<file path="src/rtl/edoPkg.sv">
package edoPkg;

  typedef enum logic [2:0] {
    ST_IDLE,
    ST_ROW,
    ST_COL,
    ST_PRE,
    ST_REF
  } edoState_t;

  // Strobes from the control to the datapath
  typedef struct packed {
    logic latch;    // capture host request
    logic rasOn;    // row strobe active
    logic colSel;   // column address on the pins
    logic casOn;    // column strobe phase
    logic wrDrive;  // write enable and data drivers on
    logic sample;   // capture read data this cycle
  } edoStrobe_t;

endpackage

</file>
<file path="src/rtl/edoCtrlFsm.sv">
module edoCtrlFsm
  import edoPkg::*;
#(
  parameter int RAS_CYC = 6,
  parameter int RP_CYC  = 4,
  parameter int RCD_CYC = 2,
  parameter int RC_CYC  = 11,
  parameter int AA_CYC  = 3,
  parameter int CAC_CYC = 2
) (
  input  logic       clk,
  input  logic       rstN,
  input  logic       reqValid,
  input  logic       reqWrite,
  output logic       reqReady,
  input  logic       refReq,
  output logic       refGrant,
  output edoStrobe_t strb
);

  localparam int RAS_REST = RAS_CYC - RCD_CYC;
  localparam int COL_A    = (RAS_REST > AA_CYC) ? RAS_REST : AA_CYC;
  localparam int COL_CYC  = (COL_A > CAC_CYC) ? COL_A : CAC_CYC;
  localparam int RC_REST  = RC_CYC - RCD_CYC - COL_CYC;
  localparam int PRE_CYC  = (RC_REST > RP_CYC) ? RC_REST : RP_CYC;
  localparam int MAX_AB   = (RCD_CYC > COL_CYC) ? RCD_CYC : COL_CYC;
  localparam int CNT_MAX  = (MAX_AB > PRE_CYC) ? MAX_AB : PRE_CYC;
  localparam int CNT_W    = $clog2(CNT_MAX + 1);

  edoState_t        state;
  logic [CNT_W-1:0] cnt;
  logic             opWr;
  logic             cntDone;

  assign cntDone = (cnt == '0);

  always_ff @(posedge clk or negedge rstN) begin
    if (!rstN) begin
      state <= ST_IDLE;
      cnt   <= '0;
      opWr  <= 1'b0;
    end else begin
      case (state)
        ST_IDLE: begin
          if (refReq) begin
            state <= ST_REF;
          end else if (reqValid) begin
            state <= ST_ROW;
            cnt   <= CNT_W'(RCD_CYC - 1);
            opWr  <= reqWrite;
          end
        end
        ST_ROW: begin
          if (cntDone) begin
            state <= ST_COL;
            cnt   <= CNT_W'(COL_CYC - 1);
          end else begin
            cnt <= cnt - 1'b1;
          end
        end
        ST_COL: begin
          if (cntDone) begin
            state <= ST_PRE;
            cnt   <= CNT_W'(PRE_CYC - 1);
          end else begin
            cnt <= cnt - 1'b1;
          end
        end
        ST_PRE: begin
          if (cntDone) begin
            state <= ST_IDLE;
          end else begin
            cnt <= cnt - 1'b1;
          end
        end
        ST_REF: begin
          if (!refReq) state <= ST_IDLE;
        end
        default: state <= ST_IDLE;
      endcase
    end
  end

  assign reqReady = (state == ST_IDLE) && !refReq;
  assign refGrant = (state == ST_REF);

  always_comb begin
    strb         = '0;
    strb.latch   = (state == ST_IDLE) && reqValid && !refReq;
    strb.rasOn   = (state == ST_ROW) || (state == ST_COL);
    strb.colSel  = (state == ST_COL) || (state == ST_PRE);
    strb.casOn   = (state == ST_COL);
    strb.wrDrive = opWr && ((state == ST_ROW) || (state == ST_COL));
    strb.sample  = (state == ST_COL) && cntDone && !opWr;
  end

  // a grant only ever starts from idle
  p_grant_from_idle_r8: assert property (@(posedge clk) disable iff (!rstN)
    $rose(refGrant) |-> ($past(state) == ST_IDLE));

  // host is held off while granted
  p_ready_blocked_r8: assert property (@(posedge clk) disable iff (!rstN)
    refGrant |-> !reqReady);

endmodule

</file>
<file path="src/rtl/edoDatapath.sv">
module edoDatapath
  import edoPkg::*;
#(
  parameter int ROW_W  = 12,
  parameter int COL_W  = 12,
  parameter int DATA_W = 32
) (
  input  logic                     clk,
  input  logic                     rstN,
  input  edoStrobe_t               strb,
  input  logic                     reqWrite,
  input  logic [ROW_W+COL_W-1:0]   reqAddr,
  input  logic [DATA_W-1:0]        reqWdata,
  input  logic [DATA_W/8-1:0]      reqBe,
  output logic                     rdValid,
  output logic [DATA_W-1:0]        rdData,
  output logic [ROW_W-1:0]         memAddr,
  output logic                     memRasN,
  output logic [DATA_W/8-1:0]      memCasN,
  output logic                     memWeN,
  output logic [DATA_W-1:0]        memDqOut,
  output logic                     memDqOe,
  input  logic [DATA_W-1:0]        memDqIn
);

  localparam int ADDR_W = ROW_W + COL_W;
  localparam int LANES  = DATA_W / 8;

  logic [ADDR_W-1:0] addrQ;
  logic [DATA_W-1:0] wdataQ;
  logic [LANES-1:0]  beQ;
  logic              wrQ;

  always_ff @(posedge clk or negedge rstN) begin
    if (!rstN) begin
      addrQ  <= '0;
      wdataQ <= '0;
      beQ    <= '0;
      wrQ    <= 1'b0;
    end else if (strb.latch) begin
      addrQ  <= reqAddr;
      wdataQ <= reqWdata;
      beQ    <= reqBe;
      wrQ    <= reqWrite;
    end
  end

  always_ff @(posedge clk or negedge rstN) begin
    if (!rstN) begin
      rdData  <= '0;
      rdValid <= 1'b0;
    end else begin
      rdValid <= strb.sample;
      if (strb.sample) rdData <= memDqIn;
    end
  end

  assign memRasN  = !strb.rasOn;
  assign memAddr  = strb.colSel ? ROW_W'(addrQ[COL_W-1:0]) : addrQ[ADDR_W-1:COL_W];
  assign memWeN   = !strb.wrDrive;
  assign memDqOe  = strb.wrDrive;
  assign memDqOut = wdataQ;

  for (genvar g = 0; g < LANES; g++) begin : gLane
    assign memCasN[g] = !(strb.casOn && (!wrQ || beQ[g]));
  end

  // column strobes only inside an active row
  p_cas_in_ras_r3: assert property (@(posedge clk) disable iff (!rstN)
    (memCasN != '1) |-> !memRasN);

  // data drivers only with write enable low
  p_oe_write_r6: assert property (@(posedge clk) disable iff (!rstN)
    memDqOe |-> !memWeN);

  // write enable settled before column strobes fall (early write)
  p_early_we_r6: assert property (@(posedge clk) disable iff (!rstN)
    (($past(memCasN) == '1) && (memCasN != '1)) |-> $stable(memWeN));

endmodule

</file>
<file path="src/rtl/edoAccessCtrl.sv">
module edoAccessCtrl
  import edoPkg::*;
#(
  parameter int ROW_W   = 12,
  parameter int COL_W   = 12,
  parameter int DATA_W  = 32,
  parameter int RAS_CYC = 6,
  parameter int RP_CYC  = 4,
  parameter int RCD_CYC = 2,
  parameter int RC_CYC  = 11,
  parameter int AA_CYC  = 3,
  parameter int CAC_CYC = 2
) (
  input  logic                   clk,
  input  logic                   rstN,
  input  logic                   reqValid,
  output logic                   reqReady,
  input  logic                   reqWrite,
  input  logic [ROW_W+COL_W-1:0] reqAddr,
  input  logic [DATA_W-1:0]      reqWdata,
  input  logic [DATA_W/8-1:0]    reqBe,
  output logic                   rdValid,
  output logic [DATA_W-1:0]      rdData,
  input  logic                   refReq,
  output logic                   refGrant,
  output logic [ROW_W-1:0]       memAddr,
  output logic                   memRasN,
  output logic [DATA_W/8-1:0]    memCasN,
  output logic                   memWeN,
  output logic [DATA_W-1:0]      memDqOut,
  output logic                   memDqOe,
  input  logic [DATA_W-1:0]      memDqIn
);

  localparam int RAS_REST = RAS_CYC - RCD_CYC;
  localparam int COL_A    = (RAS_REST > AA_CYC) ? RAS_REST : AA_CYC;
  localparam int COL_CYC  = (COL_A > CAC_CYC) ? COL_A : CAC_CYC;
  localparam int RC_REST  = RC_CYC - RCD_CYC - COL_CYC;
  localparam int PRE_CYC  = (RC_REST > RP_CYC) ? RC_REST : RP_CYC;
  localparam int HI_W     = $clog2(PRE_CYC + 1);

  edoStrobe_t strb;

  edoCtrlFsm #(
    .RAS_CYC(RAS_CYC), .RP_CYC(RP_CYC), .RCD_CYC(RCD_CYC),
    .RC_CYC(RC_CYC), .AA_CYC(AA_CYC), .CAC_CYC(CAC_CYC)
  ) i_fsm (
    .clk(clk), .rstN(rstN),
    .reqValid(reqValid), .reqWrite(reqWrite), .reqReady(reqReady),
    .refReq(refReq), .refGrant(refGrant), .strb(strb)
  );

  edoDatapath #(
    .ROW_W(ROW_W), .COL_W(COL_W), .DATA_W(DATA_W)
  ) i_dp (
    .clk(clk), .rstN(rstN), .strb(strb),
    .reqWrite(reqWrite), .reqAddr(reqAddr), .reqWdata(reqWdata), .reqBe(reqBe),
    .rdValid(rdValid), .rdData(rdData),
    .memAddr(memAddr), .memRasN(memRasN), .memCasN(memCasN), .memWeN(memWeN),
    .memDqOut(memDqOut), .memDqOe(memDqOe), .memDqIn(memDqIn)
  );

  // Checker state: cycles the row strobe has been high, saturating
  logic [HI_W-1:0] hiCnt;
  always_ff @(posedge clk or negedge rstN) begin
    if (!rstN)                                  hiCnt <= HI_W'(PRE_CYC);
    else if (!memRasN)                          hiCnt <= '0;
    else if (hiCnt != HI_W'(PRE_CYC))           hiCnt <= hiCnt + 1'b1;
  end

  // precharge respected before every row strobe
  p_precharge_r4: assert property (@(posedge clk) disable iff (!rstN)
    $fell(memRasN) |-> (hiCnt == HI_W'(PRE_CYC)));

  // read data appears as the row strobe rises
  p_rdvalid_r5: assert property (@(posedge clk) disable iff (!rstN)
    rdValid |-> $rose(memRasN));

  // memory bus quiet during a grant
  p_grant_quiet_r8: assert property (@(posedge clk) disable iff (!rstN)
    refGrant |-> (memRasN && (memCasN == '1)));

endmodule

</file>
<file path="config.mk">
export PLATFORM = sky130hd
export DESIGN_NAME = edoAccessCtrl
export DESIGN_NICKNAME = d
export VERILOG_FILES = /design/src/rtl/edoPkg.sv /design/src/rtl/edoCtrlFsm.sv /design/src/rtl/edoDatapath.sv /design/src/rtl/edoAccessCtrl.sv
export SDC_FILE = /design/constraint.sdc
export NUM_CORES = 1
export LEC_CHECK = 0
export BUFFER_PORTS_ARGS = -buffer_cell sky130_fd_sc_hd__buf_2
export CORE_MARGIN = 2
export CORE_UTILIZATION = 52
export DETAILED_ROUTE_END_ITERATION = 8
export PLACE_DENSITY = 0.92
export SLEW_MARGIN = 20
export SYNTH_ARGS = -nofsm -noshare
export SYNTH_HDL_FRONTEND = slang
export SYNTH_HIERARCHICAL = 1
export SYNTH_SLANG_ARGS = --single-unit
</file>
<file path="constraint.sdc">
create_clock -name clk -period 5.3 [get_ports clk]
set_input_delay 0.795 -clock clk [delete_from_list [all_inputs] [get_ports clk]]
set_output_delay 0.795 -clock clk [all_outputs]
set_load 0.05 [all_outputs]
</file>
==> impl_metrics.env, run 1 <==
export IMPL_fp_row_count=33
export IMPL_crit_type="reg2out"
export IMPL_insertion_delay_ns=0.35
export IMPL_cts_clk_slew_worst_paths_ns=0.10
export IMPL_fp_dieW_um=96.9
export IMPL_avgViaCountPerCell=5.02
export IMPL_relSlewSlack=0.530
export IMPL_netlist_instances=270
export IMPL_final_cell_mix="buf_2, dfrtp_1, mux2_4"
export IMPL_synth_cell_type_count=35
export IMPL_drv_cap=0
export IMPL_grt_overflow=0
export IMPL_gp_congestion=0.760
export IMPL_skew_ns=0.0121
export IMPL_htreeDepth=3
export IMPL_area_delta_synth_final_pct=24.2
export IMPL_hpwl_mm=6.99
export IMPL_end_kind="primary output"
export IMPL_synth_nets=369
export IMPL_grt_usage=0.201
export IMPL_clock_fmax_mhz=343
export IMPL_ys_warn_count=6
export IMPL_setup_viol=0
export IMPL_maxSlewViolCount=0
export IMPL_die_h_um=96.9
export IMPL_synth_seq_cells=101
export IMPL_drive_gt1_frac=0.682
export IMPL_root_buffer="clkbuf_8"
export IMPL_cts_buffer_depth=2
export IMPL_rsz0062_at_grt="no"
export IMPL_cts_tree="yes"
export IMPL_hold_buffers=0
export IMPL_wirelength_mm=9.28
export IMPL_layout_nets=550
export IMPL_dr_first_iter_drc_count=47
export IMPL_fin_crit_ns=2.92
export IMPL_ant_nets=0
export IMPL_diodes=0
export IMPL_grt_max_degree=59
export IMPL_postSynthAreaPerCell_sq_um=16.6
export IMPL_synth_edf_count=0
export IMPL_boundaryPins=183
export IMPL_period_share=0.550
export IMPL_final_common_cell="buf_2"
export IMPL_synth_area_sq_um=4480
export IMPL_min_path_type="in2async"
export IMPL_cp_arrival_ns=2.12
export IMPL_cp_required_ns=4.51
export IMPL_clkSinkCount=101
export IMPL_cts_buffers=9
export IMPL_whs_ns=0.419
export IMPL_post_cts_buffers=0
export IMPL_wl_per_cell_um=16.5
export IMPL_async_flop_share=1.00
export IMPL_tightest_slew_ns=0.705
export IMPL_core_sq_um=8300
export IMPL_synthFlopType="dfrtp_1"
export IMPL_status="completed"
export IMPL_start_util=0.540
export IMPL_tns_ns=0
export IMPL_seq_area_frac_synth=0.564
export IMPL_postPlaceCellArea_sq_um=5350
export IMPL_hold_violations=0
export IMPL_die_area_sq_um=9380
export IMPL_drtPass1Iterations=4
export IMPL_critPathMaxFanout=13
export IMPL_critPathLaunchType="flip-flop"
export IMPL_drc=0
export IMPL_num_vias=2815
export IMPL_grt_pass1_vias=3053
export IMPL_grt_first_pass_wirelength_mm=15.2
export IMPL_antenna_found_initial=0
export IMPL_io_buffers=182
export IMPL_cts_resized=0
export IMPL_stdcell_area_sq_um=5570
## final timing paths
check,to,cells after the start,start,slack (ns)
min in group clk,i_fsm/cnt[0],1,i_fsm/cnt[0],0.48
setup / recovery,memCasN[2],4,i_fsm/state[1],2.38
hold reg to reg,i_fsm/cnt[0],1,i_fsm/cnt[0],0.48
hold / removal,i_dp/memDqOut[21],1,rstN,0.42
max in group asynchronous,i_dp/memDqOut[31],2,rstN,3.74
setup reg to reg,i_dp/rdData[14],5,i_fsm/state[1],2.77
## synthesized netlist by cell type (all sizes together) (2+ instances only)
| cell type | instances | area [sq um] |
|---|---|---|
| nand2b | 2 | 20.0 |
| and2 | 4 | 27.5 |
| buf | 16 | 214 |
| ha | 2 | 25.0 |
| a21oi | 2 | 10.0 |
| nor4 | 2 | 27.5 |
| mux2 | 105 | 1410 |
| o21ai | 7 | 35.0 |
| a21o | 2 | 15.0 |
| inv | 5 | 18.8 |
| dfrtp | 101 | 2530 |
| nor2 | 5 | 21.3 |
| nand2 | 5 | 18.8 |
| and2b | 2 | 15.0 |
## metrics by stage
step	cells	setup WS (ns)	util
after floorplan	270	2.26	-
after global placement	545	2.81	0.645
after detailed placement	545	2.76	0.645
after CTS	561	2.38	0.671
after global routing	561	2.26	0.671
final	561	2.38	0.671
## cells by family (layout without fill, tap and decap cells)
family | Yosys count | after routing | share of synthesized area
adders and majority gates | 2 | 2 | 0.00558
AOI/OAI and AO/OA | 16 | 16 | 0.0265
DFF | 101 | 101 | 0.564
muxes | 106 | 106 | 0.316
xor gates and xnor gates | 2 | 2 | 0.00391
buffers and inverters | 21 | 207 | 0.0519
and+or+nand+nor | 22 | 22 | 0.0321
## final cells by class
class,count,area [sq um]
Sequential cell,101,2530
Clock buffer,10,128
Inverter,5,18.8
Timing Repair Buffer,186,943
Tap cell,105,131
Fill cell,605,2730
Multi-Input combinational cell,148,1730
Clock inverter,6,92.6
## per-layer routing
metal  global-route usage  wire length (um)  up-vias
met5                    0                 0        -
met1                0.254              3890     1399
met3               0.0332               447       15
met2                0.354              4790      108
met4               0.0618               157        0
li1                     -                 -     1293
## worst max-delay path, cell delays in order, from the launching register on
cell and delay (ns):
dfrtp_1 0.61, and2b_1 0.54, and2b_1 0.27, o21ai_0 0.13, buf_2 0.23
## registers in the layout, summed over array words and instances (netlist names)
register       count
i_fsm/state        3
i_dp/rdValid       1
i_dp/rdData       32
i_dp/beQ           4
i_dp/addrQ        24
i_dp/wrQ           1
i_fsm/cnt          3
i_fsm/opWr         1
i_dp/memDqOut     32
Power of run 1 is not shown: default switching activity piles up to over one toggle a cycle in this logic, so the estimate is an artifact.
==> run 2: changes to the inputs <==
--- a/config.mk
+++ b/config.mk
@@ -5,11 +5,12 @@
 export SDC_FILE = /design/constraint.sdc
 export NUM_CORES = 1
 export LEC_CHECK = 0
+export ABC_AREA = 1
 export BUFFER_PORTS_ARGS = -buffer_cell sky130_fd_sc_hd__buf_2
 export CORE_MARGIN = 2
-export CORE_UTILIZATION = 52
+export CORE_UTILIZATION = 43
 export DETAILED_ROUTE_END_ITERATION = 8
-export PLACE_DENSITY = 0.92
+export PLACE_DENSITY = 0.83
 export SLEW_MARGIN = 20
 export SYNTH_ARGS = -nofsm -noshare
 export SYNTH_HDL_FRONTEND = slang
==> constraint.sdc (replaced) <==
create_clock -name clk -period 2.45 [get_ports clk]
set_input_delay 0.3675 -clock clk [delete_from_list [all_inputs] [get_ports clk]]
set_output_delay 0.3675 -clock clk [all_outputs]
set_load 0.05 [all_outputs]
==> run 2 against run 1 <==
Against the previous run: via count grew 36%; register-to-register slack worse by 2.1 ns; die area rose by 16%; routed wire length rose by 11%; sequential cell count stayed put; setup slack worse by 2.2 ns; synthesized cell count is 95% higher; global-route usage is 0.78 points lower; clock skew increased by 0.0017 ns; synthesized area decreased by 3.2%; hold slack got worse by 0.21 ns; critical path type unchanged; critical endpoint is now memAddr[1].
==> impl_metrics.env, run 2 <==
export IMPL_ant_nets=0
export IMPL_rr_worst_depth=9
export IMPL_cts_buffers=9
export IMPL_critPathMaxStageDelay_ns=0.44
export IMPL_power_density_nw_per_um2=1650
export IMPL_dr_first_iter_drc_count=261
export IMPL_cts_clk_slew_worst_paths_ns=0.10
export IMPL_synth_simple_area_share=0.337
export IMPL_area_delta_synth_final_pct=27.3
export IMPL_cts_tree="yes"
export IMPL_path_buf_inv=4
export IMPL_synth_top_cell_area_share=0.583
export IMPL_synth_top_area_cell="dfrtp_1"
export IMPL_drive_gt1_frac=0.311
export IMPL_synth_area_sq_um=4340
export IMPL_critPathLaunchType="flip-flop"
export IMPL_synth_common_cells="nand2_1, dfrtp_1, inv_1"
export IMPL_cts_buffer_depth=2
export IMPL_synthAdderAreaFrac=0.00577
export IMPL_synthFlopType="dfrtp_1"
export IMPL_core_sq_um=9770
export IMPL_fp_row_count=36
export IMPL_fp_dieW_um=104
export IMPL_whs_ns=0.213
export IMPL_maxSlewViolCount=0
export IMPL_seq_area_frac_synth=0.583
export IMPL_relSlewSlack=0.694
export IMPL_avgViaCountPerCell=4.53
export IMPL_worst_r2r_endpoint="i_dp/rdData[10]"
export IMPL_postSynthAreaPerCell_sq_um=8.23
export IMPL_min_path_type="in2reg"
export IMPL_synth_seq_cells=101
export IMPL_ys_warn_count=6
export IMPL_grt_max_degree=62
export IMPL_tightest_slew_ns=0.459
export IMPL_antenna_found_initial=0
export IMPL_final_cell_mix="nand2_1, buf_2, dfrtp_1"
export IMPL_start_util=0.444
export IMPL_hold_violations=0
export IMPL_p_leak_nw=3.29
export IMPL_met2_usage=0.304
export IMPL_netlist_instances=527
export IMPL_die_area_sq_um=10900
export IMPL_drv_cap=0
export IMPL_min_from="reqWdata[13]"
export IMPL_grt_usage=0.193
export IMPL_synth_edf_count=0
export IMPL_cp_top_family="buffers and inverters"
export IMPL_clock_fmax_mhz=446
export IMPL_skew_ns=0.0138
export IMPL_r2r_setup_slack_ns=0.65
export IMPL_root_buffer="clkbuf_8"
export IMPL_tns_ns=0
export IMPL_grt_met1_usage=0.254
export IMPL_die_h_um=104
export IMPL_gp_congestion=0.834
export IMPL_num_vias=3824
export IMPL_period_share=0.916
export IMPL_drtPass1Iterations=4
export IMPL_end_kind="primary output"
export IMPL_crit_top_cell="nand2_1"
export IMPL_yosysMostFrequentCell="nand2_1"
export IMPL_drc=0
export IMPL_hold_path_end="i_dp/memDqOut[13]"
export IMPL_insertion_delay_ns=0.34
export IMPL_use_met3=0.0551
export IMPL_synth_top_family_by_area="simple AND/OR/NAND/NOR gates"
export IMPL_synth_nets=626
export IMPL_htreeDepth=3
export IMPL_crit_type="reg2out"
export IMPL_grt_overflow=0
export IMPL_slowest_stage="dfrtp_1"
export IMPL_synth_area_leaders="dfrtp_1, nand2_1, buf_6"
export IMPL_fin_util=0.565
export IMPL_wirelength_mm=10.3
export IMPL_fin_crit_ns=2.24
export IMPL_rsz0062_at_grt="no"
export IMPL_synth_cell_type_count=21
export IMPL_hpwl_mm=7.50
export IMPL_synth_compound_area_frac=0.00577
export IMPL_r2r_start="i_fsm/cnt[0]"
export IMPL_grt_first_pass_wirelength_mm=17.0
export IMPL_grt_busiest_layer="met2"
export IMPL_synth_xor_area_share=0.00202
export IMPL_ir_drop_v=0.000900
export IMPL_whs_path_depth=3
export IMPL_cp_required_ns=2.08
export IMPL_critPathMaxFanout=11
export IMPL_path_cells="inv_2, nand2_2, inv_1, buf_4, nand2_1, nand2_1, buf_2"
export IMPL_boundaryPins=183
export IMPL_setup_viol=0
export IMPL_diodes=0
export IMPL_async_flop_share=1.00
export IMPL_final_common_cell="nand2_1"
export IMPL_status="completed"
export IMPL_grt_pass1_vias=3692
export IMPL_clkSinkCount=101
export IMPL_layout_nets=805
export IMPL_io_buffers=182
export IMPL_wl_per_cell_um=12.3
export IMPL_synth_area_mux_share=0
export IMPL_cp_arrival_ns=1.88
==> run 2: cell count changes after synthesis, moves of 5 or more <==
cell | previous run | this run
buf_12 | 5 | 0
buf_4 | 2 | 9
inv_1 | 5 | 17
mux2_2 | 44 | 0
mux2_4 | 60 | 0
nand2_1 | 5 | 349
nand3_1 | 0 | 8
==> run 2: final cells by class <==
type	instances	area [sq um]
clock buffer	12	155
multi-input combinational	381	1530
tap	133	166
inverter	22	93.8
sequential	101	2530
timing repair buffer	191	996
fill	900	4250
clock inverter	4	56.3
==> run 2: metal layers <==
layer / wire, um / part of all wire
met1: 4650 / 0.45
met2: 4650 / 0.45
met3: 912 / 0.088
met4: 127 / 0.012
met5: 0 / 0
==> run 2: worst max path at each step <==
stage	cells after the start	startpoint	endpoint	slack, ns
after global routing	7	i_fsm/state[2]	memAddr[10]	0.05
after global placement	7	i_fsm/state[2]	memAddr[9]	0.53
after floorplan	6	i_fsm/state[0]	i_fsm/state[0]	0.68
final	7	i_fsm/state[2]	memAddr[1]	0.21
after CTS	7	i_fsm/state[2]	memAddr[9]	0.09
after detailed placement	7	i_fsm/state[2]	memAddr[9]	0.50
==> run 2: kinds of logic (layout without fill, tap and decap cells) <==
logic type,count (synthesis),after routing
fa+ha+maj,2,2
simple gates,373,373
xor+xnor,1,1
buf+inv,45,229
flops,101,101
compound gates,5,5
==> run 2: power by group <==
part	leakage (nW)	internal, W	switching [W]	total, W
clock	0.107	0.000535	0.000543	0.00108
sequential	1.25	0.00245	0.000454	0.00290
combinational	1.93	0.00114	0.00397	0.00511
total	3.29	0.00412	0.00496	0.00909
==> run 2: timing repair <==
item,4_1_cts,5_1_grt
hold buffers,1,0
buffers inserted,0,2
gates resized for setup,0,1
setup endpoints to repair,0,12
hold endpoints to repair,10,0
==> run 2: through the flow <==
| stage | cells | setup slack [ns] | area, sq um | total power (W) |
|---|---|---|---|---|
| after global routing | 844 | 0.0484 | 5520 | 0.00970 |
| after floorplan | 527 | 0.678 | 4340 | 0.00686 |
| after detailed placement | 825 | 0.496 | 5280 | 0.00804 |
| after global placement | 825 | 0.528 | 5280 | 0.00795 |
| after CTS | 842 | 0.0943 | 5500 | 0.00914 |
| final | 844 | 0.205 | 5520 | 0.00909 |
==> run 2: worst min-delay path: stages <==
cell and delay (ns):
buf_2 0.07, nand2_1 0.04, nand2_1 0.05
No activity file was read; power rests on OpenSTA's default activity.
